==> src/rtl/dma_tc_pkg.sv <==
package dma_tc_pkg;

    typedef enum logic [2:0] {
        ST_IDLE  = 3'd0,
        ST_ARMED = 3'd1,
        ST_BUSY  = 3'd2,
        ST_DRAIN = 3'd3,
        ST_DONE  = 3'd4
    } tc_state_t;

endpackage

==> src/rtl/dma_tc_count.sv <==
module dma_tc_count #(
    parameter int CW = 16
) (
    input  logic          clk,
    input  logic          rst_n,
    input  logic          load_i,
    input  logic          dec_i,
    input  logic [CW-1:0] size_i,
    output logic [CW-1:0] count_o,
    output logic          last_o
);

    localparam logic [CW-1:0] ONE = CW'(1);

    logic [CW-1:0] cnt_q;

    // A zero load wraps through the all-ones value on the first decrement,
    // so a size of zero runs the full 2^CW transfers.
    always_ff @(posedge clk or negedge rst_n) begin
        if (!rst_n) begin
            cnt_q <= '0;
        end else if (load_i) begin
            cnt_q <= size_i;
        end else if (dec_i) begin
            cnt_q <= cnt_q - ONE;
        end
    end

    assign count_o = cnt_q;
    assign last_o  = (cnt_q == ONE);

    AST_CNT_STEP_ONE: assert property (@(posedge clk) disable iff (!rst_n)
        (dec_i && !load_i) |=> (count_o == $past(count_o) - ONE));

    AST_CNT_HOLD: assert property (@(posedge clk) disable iff (!rst_n)
        (!dec_i && !load_i) |=> $stable(count_o));

endmodule

==> src/rtl/dma_tc_fsm.sv <==
module dma_tc_fsm
    import dma_tc_pkg::*;
(
    input  logic clk,
    input  logic rst_n,
    input  logic en_we_i,
    input  logic en_wd_i,
    input  logic flag_clr_i,
    input  logic cyc_start_i,
    input  logic cyc_end_i,
    input  logic last_i,
    output logic load_o,
    output logic dec_o,
    output logic en_o,
    output logic active_o,
    output logic flag_o
);

    tc_state_t state_q, state_d;

    logic wr_on, wr_off;

    assign wr_on  = en_we_i &&  en_wd_i;
    assign wr_off = en_we_i && !en_wd_i;

    // Next-state logic
    always_comb begin
        state_d = state_q;
        unique case (state_q)
            ST_IDLE: begin
                if (wr_on) state_d = ST_ARMED;                  // ENABLE
            end
            ST_ARMED: begin
                if (wr_off)           state_d = ST_IDLE;        // DISABLE
                else if (cyc_start_i) state_d = ST_BUSY;        // START
            end
            ST_BUSY: begin
                if (cyc_end_i) begin
                    if (last_i)      state_d = ST_DONE;         // FINISH
                    else if (wr_off) state_d = ST_IDLE;         // STEP_OFF
                    else             state_d = ST_ARMED;        // STEP
                end else if (wr_off) begin
                    state_d = ST_DRAIN;                         // STOP_MID
                end
            end
            ST_DRAIN: begin
                if (cyc_end_i) begin
                    if (last_i) state_d = ST_DONE;              // FINISH
                    else        state_d = ST_IDLE;              // DRAINED
                end
            end
            ST_DONE: begin
                if (wr_on)           state_d = ST_ARMED;        // ENABLE (resume)
                else if (flag_clr_i) state_d = ST_IDLE;         // ACK
            end
            default: state_d = ST_IDLE;
        endcase
    end

    // State register
    always_ff @(posedge clk or negedge rst_n) begin
        if (!rst_n) state_q <= ST_IDLE;
        else        state_q <= state_d;
    end

    // Outputs
    always_comb begin
        load_o   = 1'b0;
        dec_o    = 1'b0;
        en_o     = 1'b0;
        active_o = 1'b0;
        flag_o   = 1'b0;
        unique case (state_q)
            ST_IDLE: begin
                load_o = wr_on;
            end
            ST_ARMED: begin
                en_o = 1'b1;
            end
            ST_BUSY: begin
                en_o     = 1'b1;
                active_o = 1'b1;
                dec_o    = cyc_end_i;
            end
            ST_DRAIN: begin
                active_o = 1'b1;
                dec_o    = cyc_end_i;
            end
            ST_DONE: begin
                flag_o = 1'b1;
                load_o = wr_on;
            end
            default: ;
        endcase
    end

    AST_FLAG_ON_FINAL: assert property (@(posedge clk) disable iff (!rst_n)
        (active_o && cyc_end_i && last_i) |=> (flag_o && !en_o && !active_o));

    AST_ACTIVE_ENDS: assert property (@(posedge clk) disable iff (!rst_n)
        (active_o && cyc_end_i) |=> !active_o);

    AST_RESUME_CLEARS: assert property (@(posedge clk) disable iff (!rst_n)
        (flag_o && wr_on) |=> (!flag_o && en_o));

    AST_DRAIN_HOLDS: assert property (@(posedge clk) disable iff (!rst_n)
        (active_o && !en_o && !cyc_end_i) |=> (active_o && !en_o));

endmodule

==> src/rtl/dma_tc_channel.sv <==
module dma_tc_channel
    import dma_tc_pkg::*;
#(
    parameter int CW = 16
) (
    input  logic          clk,
    input  logic          rst_n,
    input  logic [CW-1:0] size_i,
    input  logic          en_we_i,
    input  logic          en_wd_i,
    input  logic          ie_i,
    input  logic          flag_clr_i,
    input  logic          cyc_start_i,
    input  logic          cyc_end_i,
    output logic          en_o,
    output logic          active_o,
    output logic          flag_o,
    output logic          irq_o,
    output logic [CW-1:0] count_o
);

    logic load, dec, last;

    dma_tc_fsm u_fsm (
        .clk        (clk),
        .rst_n      (rst_n),
        .en_we_i    (en_we_i),
        .en_wd_i    (en_wd_i),
        .flag_clr_i (flag_clr_i),
        .cyc_start_i(cyc_start_i),
        .cyc_end_i  (cyc_end_i),
        .last_i     (last),
        .load_o     (load),
        .dec_o      (dec),
        .en_o       (en_o),
        .active_o   (active_o),
        .flag_o     (flag_o)
    );

    dma_tc_count #(.CW(CW)) u_count (
        .clk    (clk),
        .rst_n  (rst_n),
        .load_i (load),
        .dec_i  (dec),
        .size_i (size_i),
        .count_o(count_o),
        .last_o (last)
    );

    assign irq_o = flag_o && ie_i;

    AST_LOAD_VALUE: assert property (@(posedge clk) disable iff (!rst_n)
        $rose(en_o) |-> (count_o == $past(size_i)));

    AST_FLAG_NEEDS_END: assert property (@(posedge clk) disable iff (!rst_n)
        $rose(flag_o) |-> ($past(cyc_end_i) && count_o == '0));

    AST_NO_IRQ_WITHOUT_FLAG: assert property (@(posedge clk) disable iff (!rst_n)
        !flag_o |-> !irq_o);

endmodule

==> config.mk <==
export PLATFORM = sky130hd
export DESIGN_NAME = dma_tc_channel
export DESIGN_NICKNAME = d
export VERILOG_FILES = /design/src/rtl/dma_tc_pkg.sv /design/src/rtl/dma_tc_count.sv /design/src/rtl/dma_tc_fsm.sv /design/src/rtl/dma_tc_channel.sv
export SDC_FILE = /design/constraint.sdc
export NUM_CORES = 1
export LEC_CHECK = 0
export BUFFER_PORTS_ARGS = -buffer_cell sky130_fd_sc_hd__buf_4
export CAP_MARGIN = 10
export CELL_PAD_IN_SITES_DETAIL_PLACEMENT = 1
export CELL_PAD_IN_SITES_GLOBAL_PLACEMENT = 1
export CORE_MARGIN = 3
export CORE_UTILIZATION = 32
export CTS_CLUSTER_SIZE = 25
export DETAILED_ROUTE_END_ITERATION = 16
export PLACE_DENSITY_LB_ADDON = 0.08
export SLEW_MARGIN = 20
export SYNTH_ARGS = -nofsm -noshare
export SYNTH_HDL_FRONTEND = slang
export SYNTH_HIERARCHICAL = 1
export SYNTH_SLANG_ARGS = --single-unit
export TNS_END_PERCENT = 100
==> constraint.sdc <==
create_clock -name clk -period 2.27 [get_ports clk]
set_clock_uncertainty 0.2 [all_clocks]
set_input_delay 0.454 -clock clk [delete_from_list [all_inputs] [get_ports clk]]
set_output_delay 0.454 -clock clk [all_outputs]
set_load 0.01 [all_outputs]
==> out/qor.yml <==
run:
  max_cap_violations: 0
clock_tree:
  clk_root_buffer_cell: "clkbuf_8"
  cts_max_path_buffers: 2
  tritoncts: "yes"
  clock-sinks: 19
  clkTransAtPathRegs_ns: 0.07
  ctsHtreeMaxLevel: 1
  clk-insertion-delay-late_ns: 0.25
  cts_made_buffers: 3
final_layout:
  diodes: 0
  seq_area_um2: 477
  drive_above_1_share_pct: 40.4
  fin_nets: 220
  syn_to_final_growth_pct: 46.7
  nFillCells: 421
  multi_input_area_um2: 714
  fin_cells: 239
  postLayoutCoreUtil_pct: 50.9
  fin_area_um2: 1780
route:
  drt_iter0_drc: 47
  vias: 1204
  first_pass_iters: 4
  drc: 0
  routed_wl_mm: 3.52
  ant_nets: 0
  routed_via_density: 5.04
  wl_per_cell_um: 14.7
floorplan:
  ioPinCount: 44
  core_area_um2: 3490
  dieArea_um2: 4570
  start_util_pct: 34.7
  die_w_um: 67.6
  die_h_um: 67.6
  num_rows: 21
yosys:
  yosys.area.top_type: "dfrtp_1"
  yosysSeqAreaShare_pct: 39.2
  synth_top_area_share_pct: 39.2
  synthMuxAreaShare_pct: 1.24
  synthCells: 135
  synth_area_leaders: "dfrtp_1 (39%), o21ai_0 (6.2%), xnor2_1 (5.8%)"
  syn_area_um2: 1210
  synthAdderAreaFrac_pct: 2.06
  ys_types: 38
  yosysWarnings: 6
  yosys.area_share.simple_pct: 29.5
  synth_area_per_cell_um2: 8.99
  synth_compound_area_share_pct: 14.8
  synth_top_family_by_area: "simple AND/OR/NAND/NOR gates"
  synth-xor-area-share_pct: 8.66
  syn_nets: 161
  ys_ff_latch: 19
global_route:
  track_usage_pct: 17.0
  grt_pass1_wl_mm: 5.84
  grt_use_met3_pct: 3.49
  grt_pass1_vias: 1235
  grt_use_met1_pct: 20.9
  grt_remaining_overflow: 0
  grt.busiest_layer: "met2"
  grt_use_met2_pct: 30.4
  grt_max_degree: 36
  antenna_found_initial: 0
setup_path:
  cp_num_buf_inv: 1
  path_cells: "or4_4 > or4_4 > buf_4 > o31a_1 > o31a_1"
  worst_ep_required_time_ns: 2.21
  cpPeakStageDelay_ns: 0.54
  critical_path.slowest_cell: "or4_4"
  startpoint_type: "register"
  crit_type: "register to register"
  arrival_ns: 2.33
  cp_max_fo: 2
  critPathCaptureType: "register"
  crit_family: "simple AND/OR/NAND/NOR gates"
pwr:
  power.total_mw: 2.14
  p_per_area_nw_per_um2: 1200
  vdd_drop_max_mv: 0.590
  p_leak_nw: 0.789
timing:
  finalHoldViolations: 0
  setup_slack_ns: -0.116
  period_share_pct: 105
  grt_setup_unrepaired: "true"
  worstMarginPinSlew_ns: 0.400
  final.min_clock_period_ns: 2.39
  fmax_mhz: 419
  maxSlewViolCount: 0
  setup-violations-final: 2
  slew_headroom_pct: 73.1
placement:
  finalWeightedCongestion: 0.750
  dp_cells: 233
  place_ws_ns: -0.0718
  portBuffers: 43
  dp_hpwl_mm: 2.70
  placed_cell_area_um2: 1710
run_status:
  violations: "setup timing"
  outcome: "finished, violations left"
hold_path:
  worstHoldPathType: "primary input to register"
[layout make-up]
class / count / area share, %
clock buffers: 4 / 2.53
flip-flops and latches: 19 / 26.8
well taps: 46 / 3.23
repair buffers: 63 / 26.7
inverters: 3 / 0.632
multi-input cells: 104 / 40.1
[repair_timing]
item / CTS / global route
buffers inserted: 0 / 1
endpoints found under the setup margin: 2 / 3
endpoints found under the hold margin: 19 / 0
hold buffers: 1 / 0
gates resized for setup: 1 / 0
[sequential cells by signal, indices dropped and copies added, names as in the netlist]
| signal | flops |
|---|---|
| u_count/count_o | 16 |
| u_fsm/state_q | 3 |
[through the flow]
step	TNS, ns	hold slack, ns
after global routing	-0.342	0.209
after global placement	-0.0310	0.145
after CTS	-0.104	0.203
after detailed placement	-0.0718	0.147
final	-0.190	0.206
after floorplan	-0.134	-0.0416
[synthesized netlist by cell type, drive strengths merged]
cell type   n
or3         2
nor3b       2
a221o       3
xnor2       8
a22oi       2
nor2        8
dfrtp      19
and2        3
o31a        2
buf         3
o21a        1
a22o        1
nor4        6
and2b       1
clkbuf      6
inv         3
o21ai      15
nand2b      3
nand3       1
or4b        1
or4         3
nand2      19
xor2        4
and4b       1
nor3        6
a311oi      1
o211ai      1
ha          2
nor4b       2
mux2        1
nand3b      2
nand4bb     1
nor2b       2
[where the power goes]
group	internal, mW	switching (mW)
Clock	0.125	0.110
Combinational	0.673	0.565
Sequential	0.492	0.175
Total	1.29	0.849
[path summary, 6_finish.rpt]
path                                      from                  end  slack [ns]  cells after the start
setup / recovery           u_count/count_o[11]  u_count/count_o[15]       -0.12                      5
hold / removal                       size_i[3]   u_count/count_o[3]        0.21                      3
setup reg to reg           u_count/count_o[11]  u_count/count_o[15]       -0.12                      5
hold reg to reg               u_fsm/state_q[2]     u_fsm/state_q[1]        0.43                      2
max in group asynchronous                rst_n   u_count/count_o[4]        1.24                      2
min in group asynchronous                rst_n   u_count/count_o[3]        0.41                      2
[placed cells by master (no fill, tap or decap), types with 3 or more instances in the layout]
cell / count
a221o_1: 3
buf_4: 62
clkbuf_8: 3
dfrtp_1: 18
inv_1: 3
nand2_1: 18
nand2b_1: 3
nor2_1: 8
nor3_1: 5
nor4_1: 5
o21ai_0: 15
xnor2_1: 8
xor2_1: 4
[cells by family (layout without fill, tap and decap cells)]
group | Yosys count | after routing
compound gates | 26 | 26
mux | 1 | 1
flops | 19 | 19
xor+xnor | 12 | 12
buf+inv | 12 | 70
simple gates | 63 | 63
fa+ha+maj | 2 | 2
[metal layers]
metal / routed length, um / share of wire [%] / vias to the layer above
met1: 1520 / 43 / 581
met2: 1830 / 52 / 25
met4: 23 / 0.65 / 0
li1: - / - / 596
met3: 145 / 4.1 / 2
met5: 0 / 0 / -
[worst register-to-register path, cell delays in order (launching register included)]
cell and delay, ns:
dfrtp_1 0.38, or4_4 0.54, or4_4 0.45, buf_4 0.16, o31a_1 0.27, o31a_1 0.28
Note: power is estimated with default switching activity, not from simulation.
